## src/rtl/vtx_pkg.sv

```systemverilog
`timescale 1ns/1ps
package vtx_pkg;

  typedef enum logic {
    EJ_HEIGHT = 1'b0,
    EJ_EXACT  = 1'b1
  } ej_mode_e;

  // height bit steered on cylinder c, most significant bit first
  function automatic int steer_bit(input int c, input int hb);
    return hb - 1 - c;
  endfunction

  // height after a stay move on cylinder c; innermost keeps its height
  function automatic int flip_h(input int h, input int c, input int hb);
    if (c >= hb) return h;
    return h ^ (1 << (hb - 1 - c));
  endfunction

  function automatic int next_ang(input int a, input int na);
    return (a + 1) % na;
  endfunction

  function automatic int prev_ang(input int a, input int na);
    return (a + na - 1) % na;
  endfunction

  function automatic int node_idx(input int c, input int h, input int a,
                                  input int nh, input int na);
    return (c * nh + h) * na + a;
  endfunction

endpackage

```

## src/rtl/vtx_hop.sv

```systemverilog
`timescale 1ns/1ps
module vtx_hop
  import vtx_pkg::*;
#(
  parameter int HB  = 2,
  parameter int CYL = 0,
  parameter int HGT = 0
) (
  input  logic          vld,
  input  logic [HB-1:0] dst_h,
  input  logic          inner_busy,
  output logic          go_in,
  output logic          stay
);

  localparam int   SB       = steer_bit(CYL, HB);
  localparam logic NODE_BIT = 1'((HGT >> SB) & 1);

  logic aligned;
  logic enter_ok;

  assign aligned  = (dst_h[SB] == NODE_BIT);
  assign enter_ok = aligned & ~inner_busy;
  assign go_in    = vld & enter_ok;
  assign stay     = vld & ~enter_ok;

endmodule

```

## src/rtl/vtx_exit.sv

```systemverilog
`timescale 1ns/1ps
module vtx_exit #(
  parameter int HB  = 2,
  parameter int AW  = 2,
  parameter int HGT = 0,
  parameter int ANG = 0
) (
  input  logic          vld,
  input  logic          mode_exact,
  input  logic [HB-1:0] dst_h,
  input  logic [AW-1:0] dst_a,
  output logic          eject,
  output logic          stay
);

  logic hit_h;
  logic hit_a;
  logic hit;

  assign hit_h = (dst_h == HB'(HGT));
  assign hit_a = (dst_a == AW'(ANG));
  assign hit   = hit_h & (~mode_exact | hit_a);
  assign eject = vld & hit;
  assign stay  = vld & ~hit;

endmodule

```

## src/rtl/vtx_fabric.sv

```systemverilog
`timescale 1ns/1ps
module vtx_fabric
  import vtx_pkg::*;
#(
  parameter int H  = 4,
  parameter int A  = 4,
  parameter int TW = 8
) (
  input  logic                       clk,
  input  logic                       rst,
  input  logic                       mode_exact,
  input  logic [H*A-1:0]             in_valid,
  input  logic [H*A*$clog2(H)-1:0]   in_dh,
  input  logic [H*A*$clog2(A)-1:0]   in_da,
  input  logic [H*A*TW-1:0]          in_tag,
  output logic [H*A-1:0]             in_busy,
  output logic [H*A-1:0]             out_valid,
  output logic [H*A*TW-1:0]          out_tag
);

  localparam int HB = $clog2(H);
  localparam int AW = $clog2(A);
  localparam int C  = HB + 1;
  localparam int N  = H * A;
  localparam int NN = C * N;

  // node state
  logic          v_q  [C][H][A];
  logic [HB-1:0] dh_q [C][H][A];
  logic [AW-1:0] da_q [C][H][A];
  logic [TW-1:0] tg_q [C][H][A];

  logic          v_d  [C][H][A];
  logic [HB-1:0] dh_d [C][H][A];
  logic [AW-1:0] da_d [C][H][A];
  logic [TW-1:0] tg_d [C][H][A];

  // per-node move decisions
  logic stay_w [C][H][A];
  logic go_w   [C][H][A];
  logic blk_w  [C][H][A];

  // named events for the checker
  logic [NN-1:0]    occ_w;
  logic [NN*HB-1:0] all_dh_w;
  logic [NN*AW-1:0] all_da_w;
  logic [N-1:0]     acc_w;
  logic [N-1:0]     ej_w;

  assign acc_w = in_valid & ~in_busy;

  for (genvar c = 0; c < C; c++) begin : g_cyl
    for (genvar h = 0; h < H; h++) begin : g_row
      for (genvar a = 0; a < A; a++) begin : g_col
        localparam int K = node_idx(c, h, a, H, A);

        assign occ_w[K]                = v_q[c][h][a];
        assign all_dh_w[K*HB +: HB]    = dh_q[c][h][a];
        assign all_da_w[K*AW +: AW]    = da_q[c][h][a];

        if (c < HB) begin : g_hop
          localparam int IH = flip_h(h, c + 1, HB);
          // the inner node reached by going inward from here is also
          // reached by the stay move of inner node (c+1, IH, a)
          assign blk_w[c][h][a] = stay_w[c+1][IH][a];

          vtx_hop #(
            .HB (HB),
            .CYL(c),
            .HGT(h)
          ) u_hop (
            .vld       (v_q[c][h][a]),
            .dst_h     (dh_q[c][h][a]),
            .inner_busy(blk_w[c][h][a]),
            .go_in     (go_w[c][h][a]),
            .stay      (stay_w[c][h][a])
          );
        end else begin : g_exit
          assign blk_w[c][h][a] = 1'b0;
          assign go_w[c][h][a]  = 1'b0;

          vtx_exit #(
            .HB (HB),
            .AW (AW),
            .HGT(h),
            .ANG(a)
          ) u_exit (
            .vld       (v_q[c][h][a]),
            .mode_exact(mode_exact),
            .dst_h     (dh_q[c][h][a]),
            .dst_a     (da_q[c][h][a]),
            .eject     (ej_w[h*A+a]),
            .stay      (stay_w[c][h][a])
          );

          assign out_valid[h*A+a]          = ej_w[h*A+a];
          assign out_tag[(h*A+a)*TW +: TW] = ej_w[h*A+a] ? tg_q[c][h][a] : '0;
        end

        if (c == 0) begin : g_busy
          localparam int SH = flip_h(h, 0, HB);
          localparam int PA = prev_ang(a, A);
          assign in_busy[h*A+a] = stay_w[0][SH][PA];
        end
      end
    end
  end

  // slot move: stay beats inward beats injection (only one can be present
  // when busy gates injection and blocking gates inward moves)
  always_comb begin
    int sh;
    int pa;
    int n;
    for (int c = 0; c < C; c++) begin
      for (int h = 0; h < H; h++) begin
        for (int a = 0; a < A; a++) begin
          sh = flip_h(h, c, HB);
          pa = prev_ang(a, A);
          n  = h * A + a;
          v_d[c][h][a]  = 1'b0;
          dh_d[c][h][a] = '0;
          da_d[c][h][a] = '0;
          tg_d[c][h][a] = '0;
          if (stay_w[c][sh][pa]) begin
            v_d[c][h][a]  = 1'b1;
            dh_d[c][h][a] = dh_q[c][sh][pa];
            da_d[c][h][a] = da_q[c][sh][pa];
            tg_d[c][h][a] = tg_q[c][sh][pa];
          end else if (c > 0 && go_w[(c > 0) ? c - 1 : 0][h][pa]) begin
            v_d[c][h][a]  = 1'b1;
            dh_d[c][h][a] = dh_q[(c > 0) ? c - 1 : 0][h][pa];
            da_d[c][h][a] = da_q[(c > 0) ? c - 1 : 0][h][pa];
            tg_d[c][h][a] = tg_q[(c > 0) ? c - 1 : 0][h][pa];
          end else if (c == 0 && acc_w[n]) begin
            v_d[c][h][a]  = 1'b1;
            dh_d[c][h][a] = in_dh[n*HB +: HB];
            da_d[c][h][a] = in_da[n*AW +: AW];
            tg_d[c][h][a] = in_tag[n*TW +: TW];
          end
        end
      end
    end
  end

  always_ff @(posedge clk) begin
    for (int c = 0; c < C; c++) begin
      for (int h = 0; h < H; h++) begin
        for (int a = 0; a < A; a++) begin
          if (rst) v_q[c][h][a] <= 1'b0;
          else     v_q[c][h][a] <= v_d[c][h][a];
        end
      end
    end
  end

  always_ff @(posedge clk) begin
    for (int c = 0; c < C; c++) begin
      for (int h = 0; h < H; h++) begin
        for (int a = 0; a < A; a++) begin
          dh_q[c][h][a] <= dh_d[c][h][a];
          da_q[c][h][a] <= da_d[c][h][a];
          tg_q[c][h][a] <= tg_d[c][h][a];
        end
      end
    end
  end

endmodule

```

## config.mk

```make
export PLATFORM = sky130hd
export DESIGN_NAME = vtx_fabric
export DESIGN_NICKNAME = d
export VERILOG_FILES = /design/src/rtl/vtx_pkg.sv /design/src/rtl/vtx_hop.sv /design/src/rtl/vtx_exit.sv /design/src/rtl/vtx_fabric.sv
export SDC_FILE = /design/constraint.sdc
export NUM_CORES = 1
export LEC_CHECK = 0
export ABC_AREA = 1
export BUFFER_PORTS_ARGS = -buffer_cell sky130_fd_sc_hd__buf_2
export CAP_MARGIN = 20
export CORE_ASPECT_RATIO = 1.5
export CORE_MARGIN = 2
export CORE_UTILIZATION = 44
export CTS_CLUSTER_DIAMETER = 80
export DETAILED_ROUTE_END_ITERATION = 10
export PLACE_DENSITY = 0.76
export SYNTH_ARGS = -nofsm -noshare
export SYNTH_HDL_FRONTEND = slang
export SYNTH_SLANG_ARGS = --single-unit
```

## constraint.sdc

```tcl
create_clock -name clk -period 5.6 [get_ports clk]
set_clock_uncertainty 0.2 [all_clocks]
set_input_delay 1.68 -clock clk [delete_from_list [all_inputs] [get_ports clk]]
set_output_delay 1.68 -clock clk [all_outputs]
set_load 0.1 [all_outputs]
```

==> qor.yml, run 1 <==
status: "completed"
design_area_mm2: 0.0262
cts-htree-levels: 2
ys_seq_area_share_pct: 56.4
p_comb_share_pct: 8.1
internal_power_w: 0.00685
cts_buffer_depth: 3
wire_per_inst_um: 21.9
vias: 19400
drt_iter0_markers: 2028
grt-busiest-layer: "met2"
syn_area_mm2: 0.0221
die_area_mm2: 0.0522
timing.final.crit_share_pct: 95.9
clock_latency_ps: 580
synth_mux_area_share_pct: 0
arrival_ps: 3490
worstRegToRegCells: 10
cts.clk_slew.worst_paths_ps: 60
fp.coreArea_mm2: 0.0497
required_ps: 3720
row_count: 100
die_x_um: 187
fmax_ghz: 0.186
hold_path.class: "register to register"
clock_sinks: 624
grt_usage_pct: 30.7
grt_pass1_vias: 19100
dr.pass1.iters: 6
finalCriticalPeriod_ps: 5370
rsz0062_at_grt: "false"
max_stage_delay_ps: 430
cpMaxStageDelayCell: "buf_2"
place_hpwl_mm: 65.7
p_total_w: 0.00908
synth-simple-area-share_pct: 17.7
start_util_pct: 44.6
synth-seq-cells: 624
layout-drive-gt1-share_pct: 17.3
setup_viol: 0
r2r_end: "v_q[1][14]"
power_density_mw_per_mm2: 347
synth_warnings: 0
syn_nets: 2966
overflow: 0
setup_tns_ps: 0
synthAdderAreaFrac_pct: 0
numCtsBuffers: 53
ctsRootBufferMaster: "clkbuf_16"
totalWireLength_mm: 82.8
reg2reg_slack_ps: 3100
worstSetupPathType: "input pin to primary output"
nNetsFinal: 3284
start_kind: "input pin"
syn2layout_area_growth_pct: 18.3
hold_depth: 2
synthCells: 2755
worst_pin_slew_ps: 798
avgSynthCellArea_um2: 8.04
rr_startpoint: "da_q[2][23]"
maxSlewViolCount: 0
place.gp.congestion: 1.00
ant_nets: 0
fillCellCount: 4740
relSlewSlack_pct: 46.8
maxCapViolCount: 0
synth-compound-area-share_pct: 11.6
dieHeight_um: 279
holdPathEnd: "dh_q[2][28]"
hp-start: "dh_q[2][30]"
synth-xor-area-share_pct: 0
dpl-instance-area_mm2: 0.0245
crit_fanout: 16
swShare_pct: 24.6
p_seq_share_pct: 51.9
grt_pass1_wl_mm: 117
ctsResizeCount: 0
post_cts_buffers: 0
yosysUniqueCellTypes: 19
met1_usage_pct: 32.5
viasPerCell: 5.15
antenna_found_initial: 0
portBuffers: 370
switching_power_w: 0.00223
grt_use_met2_pct: 54.2
utilization_pct: 52.7
ios: 371
crit_top_cell: "nand2_2"
hold_buffers: 0
setup.worst_path.end_class: "primary output"
grt_max_degree: 33
ir_drop_mv: 0.238
met3_usage_pct: 4.35
synth_top_family_by_area: "simple AND/OR/NAND/NOR gates"
cts_tree: "built"
p_clk_share_pct: 40.0
crit_path_cell_trace: "buf_2, nand2_1, nand2_2, nand2_2, nand2_2, nand2_2, nand2_1, nand2_2, inv_2, buf_12"
drc: 0
hold_viol_final: 0
leakagePower_nw: 11.5
[final cells by class]
cell class | instances | area (um^2) | share of cell area, %
multi-input cells | 1366 | 6480 | 24.7
inverters | 615 | 2310 | 8.81
repair buffers | 413 | 2410 | 9.22
flip-flops and latches | 624 | 12500 | 47.7
well taps | 663 | 830 | 3.17
clock inverters | 10 | 125 | 0.478
diodes | 2 | 5.00 | 0.0191
clock buffers | 81 | 1540 | 5.88
[worst max-delay path, delay by kind of cell]
family	cells	cell delay, ps
and+or+nand+nor	7	900
buffers and inverters	3	870
[registers in the layout, indices dropped and copies added, names as in the netlist]
register  count
tg_q        384
da_q         96
dh_q         96
v_q          48
[worst max path at each step]
stage	from	to	slack (ps)	cells past startpoint
after floorplan	mode_exact	out_tag[0]	290	6
after detailed placement	mode_exact	in_busy[11]	330	10
after CTS	mode_exact	in_busy[11]	320	10
after global placement	mode_exact	in_busy[11]	370	10
after global routing	mode_exact	in_busy[11]	130	10
final	mode_exact	in_busy[11]	230	10
[layer usage]
metal	wire, um	up-vias
li1	-	9212
met3	5240	291
met1	29200	8975
met4	8160	0
met5	0	-
met2	40200	950
[power by group through the flow]
stage / combinational, W / clock [W] / sequential [W]
finish: 0.000737 / 0.00363 / 0.00471
global route: 0.000781 / 0.00379 / 0.00472
CTS: 0.000721 / 0.00364 / 0.00471
detailed placement: 0.000716 / 0 / 0.00480
global placement: 0.000712 / 0 / 0.00480
floorplan: 0.000425 / 0 / 0.00476
[cell usage in the layout (no fill, tap or decap), types with 17 or more instances in the layout]
cell / n
dfxtp_1: 624
inv_1: 606
nand2_1: 482
buf_2: 354
o22ai_1: 308
nand3_1: 246
nor2_1: 172
o21ai_0: 68
clkbuf_16: 53
buf_4: 43
o21ai_1: 38
nand2_2: 36
clkbuf_1: 17
[per-stage QoR]
| stage | setup WS (ps) | hold slack (ps) | instances |
|---|---|---|---|
| after global routing | 135 | 239 | 3772 |
| after global placement | 368 | 212 | 3681 |
| after detailed placement | 331 | 215 | 3681 |
| final | 229 | 226 | 3774 |
| after CTS | 317 | 226 | 3772 |
| after floorplan | 287 | 208 | 2755 |
[cells in the mapped netlist (all sizes together)]
cell    count  area, um^2
nor2      172         646
o21ai     106         531
buf       108         707
dfxtp     624       12500
clkbuf     42         160
inv       615        2310
a21oi      12        67.6
nand2     518        2030
o22ai     308        1930
nand3     246        1230
a21boi      4        45.0
[logic make-up after synthesis]
logic type	after synthesis
simple gates	936
buf+inv	765
flops	624
compound gates	430
(Power assumes the default switching activity.)
==> run 2: changes to the inputs <==
ABC_AREA = default   (was 1)
PLACE_DENSITY = 0.75   (was 0.76)
==> run 2 against run 1 <==
- clock power rose by 17%
- cell count rose by 1.5%
- first-iteration DRC count fell by 19%
- die area rose by 9.0%
- global-route usage fell by 0.88 points
- register-to-register slack improved by 90 ps
- sequential cell count did not move
- synthesized cell count rose by 1.2%
- synthesized area rose by 9.1%
- largest power group unchanged
- highest routed layer is now met5
==> qor.yml, run 2 <==
status: "completed"
syn2layout_area_growth_pct: 22.5
setup_tns_ps: 0  # unchanged
final_common_cell: "nand2_1"
drc: 0  # unchanged
viasPerCell: 5.22  # +1.4%
grt_max_degree: 40  # +21%
antenna_found_initial: 2  # +2
place.gp.congestion: 1.01  # +0.83%
ir_drop_mv: 0.270  # +14%
crit_fanout: 10  # -6
fillCellCount: 4907  # +3.5%
synth_largest_area_cell: "dfxtp_1"
layout-drive-gt1-share_pct: 19.7  # +2.4 points
grt_pass1_wl_mm: 125  # +6.0%
hold_viol_final: 0  # unchanged
arrival_ps: 3480  # about the same
synth-seq-cells: 624  # unchanged
hp-start: "dh_q[1][27]"
grt_pass1_vias: 19800  # +3.2%
grt_usage_pct: 29.8  # -0.88 points
dr.pass1.iters: 7  # +1
synthDominantCellAreaShare_pct: 51.7  # -4.7 points
worst_pin_slew_ps: 1160  # +361 ps
dpl.cell_count: 3721  # +1.1%
post_cts_buffers: 0  # unchanged
regArea_mm2: 0.0125  # unchanged
ant_nets: 0  # unchanged
setup.worst_path.end_class: "primary output"
synth_edf_count: 0  # unchanged
ios: 371  # unchanged
syn_area_mm2: 0.0242  # +9.1%
nNetsFinal: 3299  # +0.46%
layout_common_cells: "nand2_1 (758), dfxtp_1 (624), buf_2 (293)"
start_util_pct: 44.3  # -0.26 points
clock_sinks: 624  # unchanged
cts.clk_slew.worst_paths_ps: 70  # about the same
drt_iter0_markers: 1640  # -19%
totalWireLength_mm: 87.3  # +5.5%
synth_area_leaders: "dfxtp_1 (52%), nand2_1 (12%), mux2i_1 (8.2%)"
synth-async-reset-ratio_pct: 0  # unchanged
avgSynthCellArea_um2: 8.67  # +7.8%
cts-htree-levels: 2  # unchanged
syn_nets: 3000  # +1.1%
largest-register: "tg_q"
worstRegToRegCells: 6  # -4
dp_worst_setup_slack_ps: 216  # -115 ps
place_hpwl_mm: 69.3  # +5.4%
fmax_ghz: 0.187  # +0.28%
die_area_mm2: 0.0569  # +9.0%
maxCapViolCount: 0  # unchanged
dieHeight_um: 291  # +4.4%
multi_input_area_mm2: 0.00988  # +52%
die_x_um: 195  # +4.4%
row_count: 105  # +5.0%
yosysMostFrequentCell: "nand2_1"
holdPathEnd: "dh_q[1][17]"
start_kind: "input pin"
hold_depth: 2  # unchanged
reg2reg_slack_ps: 3190  # +90 ps
overflow: 0  # unchanged
largest_register_ff_count: 384  # unchanged
power_density_mw_per_mm2: 327  # -5.6%
synthCells: 2789  # +1.2%
numCtsBuffers: 56  # +5.7%
synth_warnings: 0  # unchanged
wire_per_inst_um: 22.8  # +3.9%
portBuffers: 370  # unchanged
clock_latency_ps: 620  # +40 ps
hold_path.class: "register to register"
dpl-instance-area_mm2: 0.0275  # +12%
finalCriticalPeriod_ps: 5360  # -14.9 ps
cts_tree: "built"
top_regs: "tg_q x384, da_q x96, dh_q x96"
r2r_end: "tg_q[1][47]"
setup_viol: 0  # unchanged
required_ps: 3720  # about the same
synth_flop_cell: "dfxtp_1"
rr_startpoint: "da_q[2][4]"
worst_slack_ps: 244  # +14.9 ps
leakagePower_nw: 12.4  # +7.8%
worstSetupPathType: "input pin to primary output"
vias: 20000  # +3.0%
relSlewSlack_pct: 22.6  # -24 points
maxSlewViolCount: 0  # unchanged
cts_buffer_depth: 3  # unchanged
ys_seq_area_share_pct: 51.7  # -4.7 points
fin_cells: 3832  # +1.5%
ctsRootBufferMaster: "clkbuf_16"
yosys-top-cells-count: "nand2_1 (758), dfxtp_1 (624), o21ai_0 (242)"
hold_buffers: 0  # unchanged
timing.final.crit_share_pct: 95.7  # -0.27 points
yosysUniqueCellTypes: 46  # +27
fp.coreArea_mm2: 0.0545  # +9.8%
rsz0062_at_grt: "false"
ctsResizeCount: 0  # unchanged
design_area_mm2: 0.0296  # +13%
run 2: changes by cell type in the layout (fill, tap and decap cells not counted), sizes merged, moves of 30 or more:
| cell | before | now |
|---|---|---|
| inv | 615 | 232 |
| o22ai | 308 | 4 |
| nand2 | 518 | 758 |
| nand3 | 246 | 23 |
| mux2i | 0 | 199 |
| o21ai | 106 | 263 |
| and2 | 0 | 154 |
| nor2 | 172 | 91 |
| mux2 | 0 | 51 |
| nor2b | 0 | 33 |
| o211ai | 0 | 30 |
run 2: worst max path at each step:
stage               startpoint      endpoint  slack, ps  depth (start not counted)
finish              mode_exact   out_tag[55]        240                          6
global route        mode_exact   out_tag[55]        150                          6
CTS                 mode_exact   out_tag[87]        200                          6
detailed placement  mode_exact   out_tag[87]        220                          6
global placement    mode_exact   out_tag[87]        220                          6
floorplan           mode_exact  out_tag[120]        460                          4
run 2: critical path, stage by stage:
cell and delay (ps):
buf_2 190, inv_1 170, o21ai_0 130, nor2_1 800, and2_1 300, buf_12 190
run 2: routing by layer:
metal,up-vias,wire (um),global-route usage (%)
met4,2,7720,23.2
li1,9526,-,-
met3,258,4910,3.73
met2,844,42700,52.4
met1,9381,32000,32.6
met5,-,11,0
run 2: logic make-up after synthesis:
family	count (synthesis)	synth area share, %
AND/OR/NAND/NOR	1075	19.0
flip-flops	624	51.7
AO/OA/AOI/OAI	428	11.3
buffers and inverters	412	7.42
multiplexers	250	10.6
run 2: power breakdown:
part	total (W)	internal, W	switching (W)
Clock	0.00425	0.00247	0.00178
Combinational	0.000669	0.000242	0.000427
Sequential	0.00476	0.00461	0.000157
run 2: stage by stage:
stage	hold WS, ps	util [%]	total power, W
6_report	231	54.3	0.00969
5_1_grt	265	54.3	0.00994
4_1_cts	229	54.2	0.00969
3_5_place_dp	219	50.5	0.00551
3_3_place_gp	213	50.5	0.00550
2_1_floorplan	207	-	0.00519
run 2: area by class of cell:
class                           instances  share of cell area (%)
Tap cell                              695                    2.94
Clock inverter                         36                    1.64
Timing Repair Buffer                  425                    11.6
Sequential cell                       624                    42.2
Multi-Input combinational cell       1753                    33.4
Inverter                              228                    2.89
Clock buffer                           70                    5.32
Antenna cell                            1                 0.00846
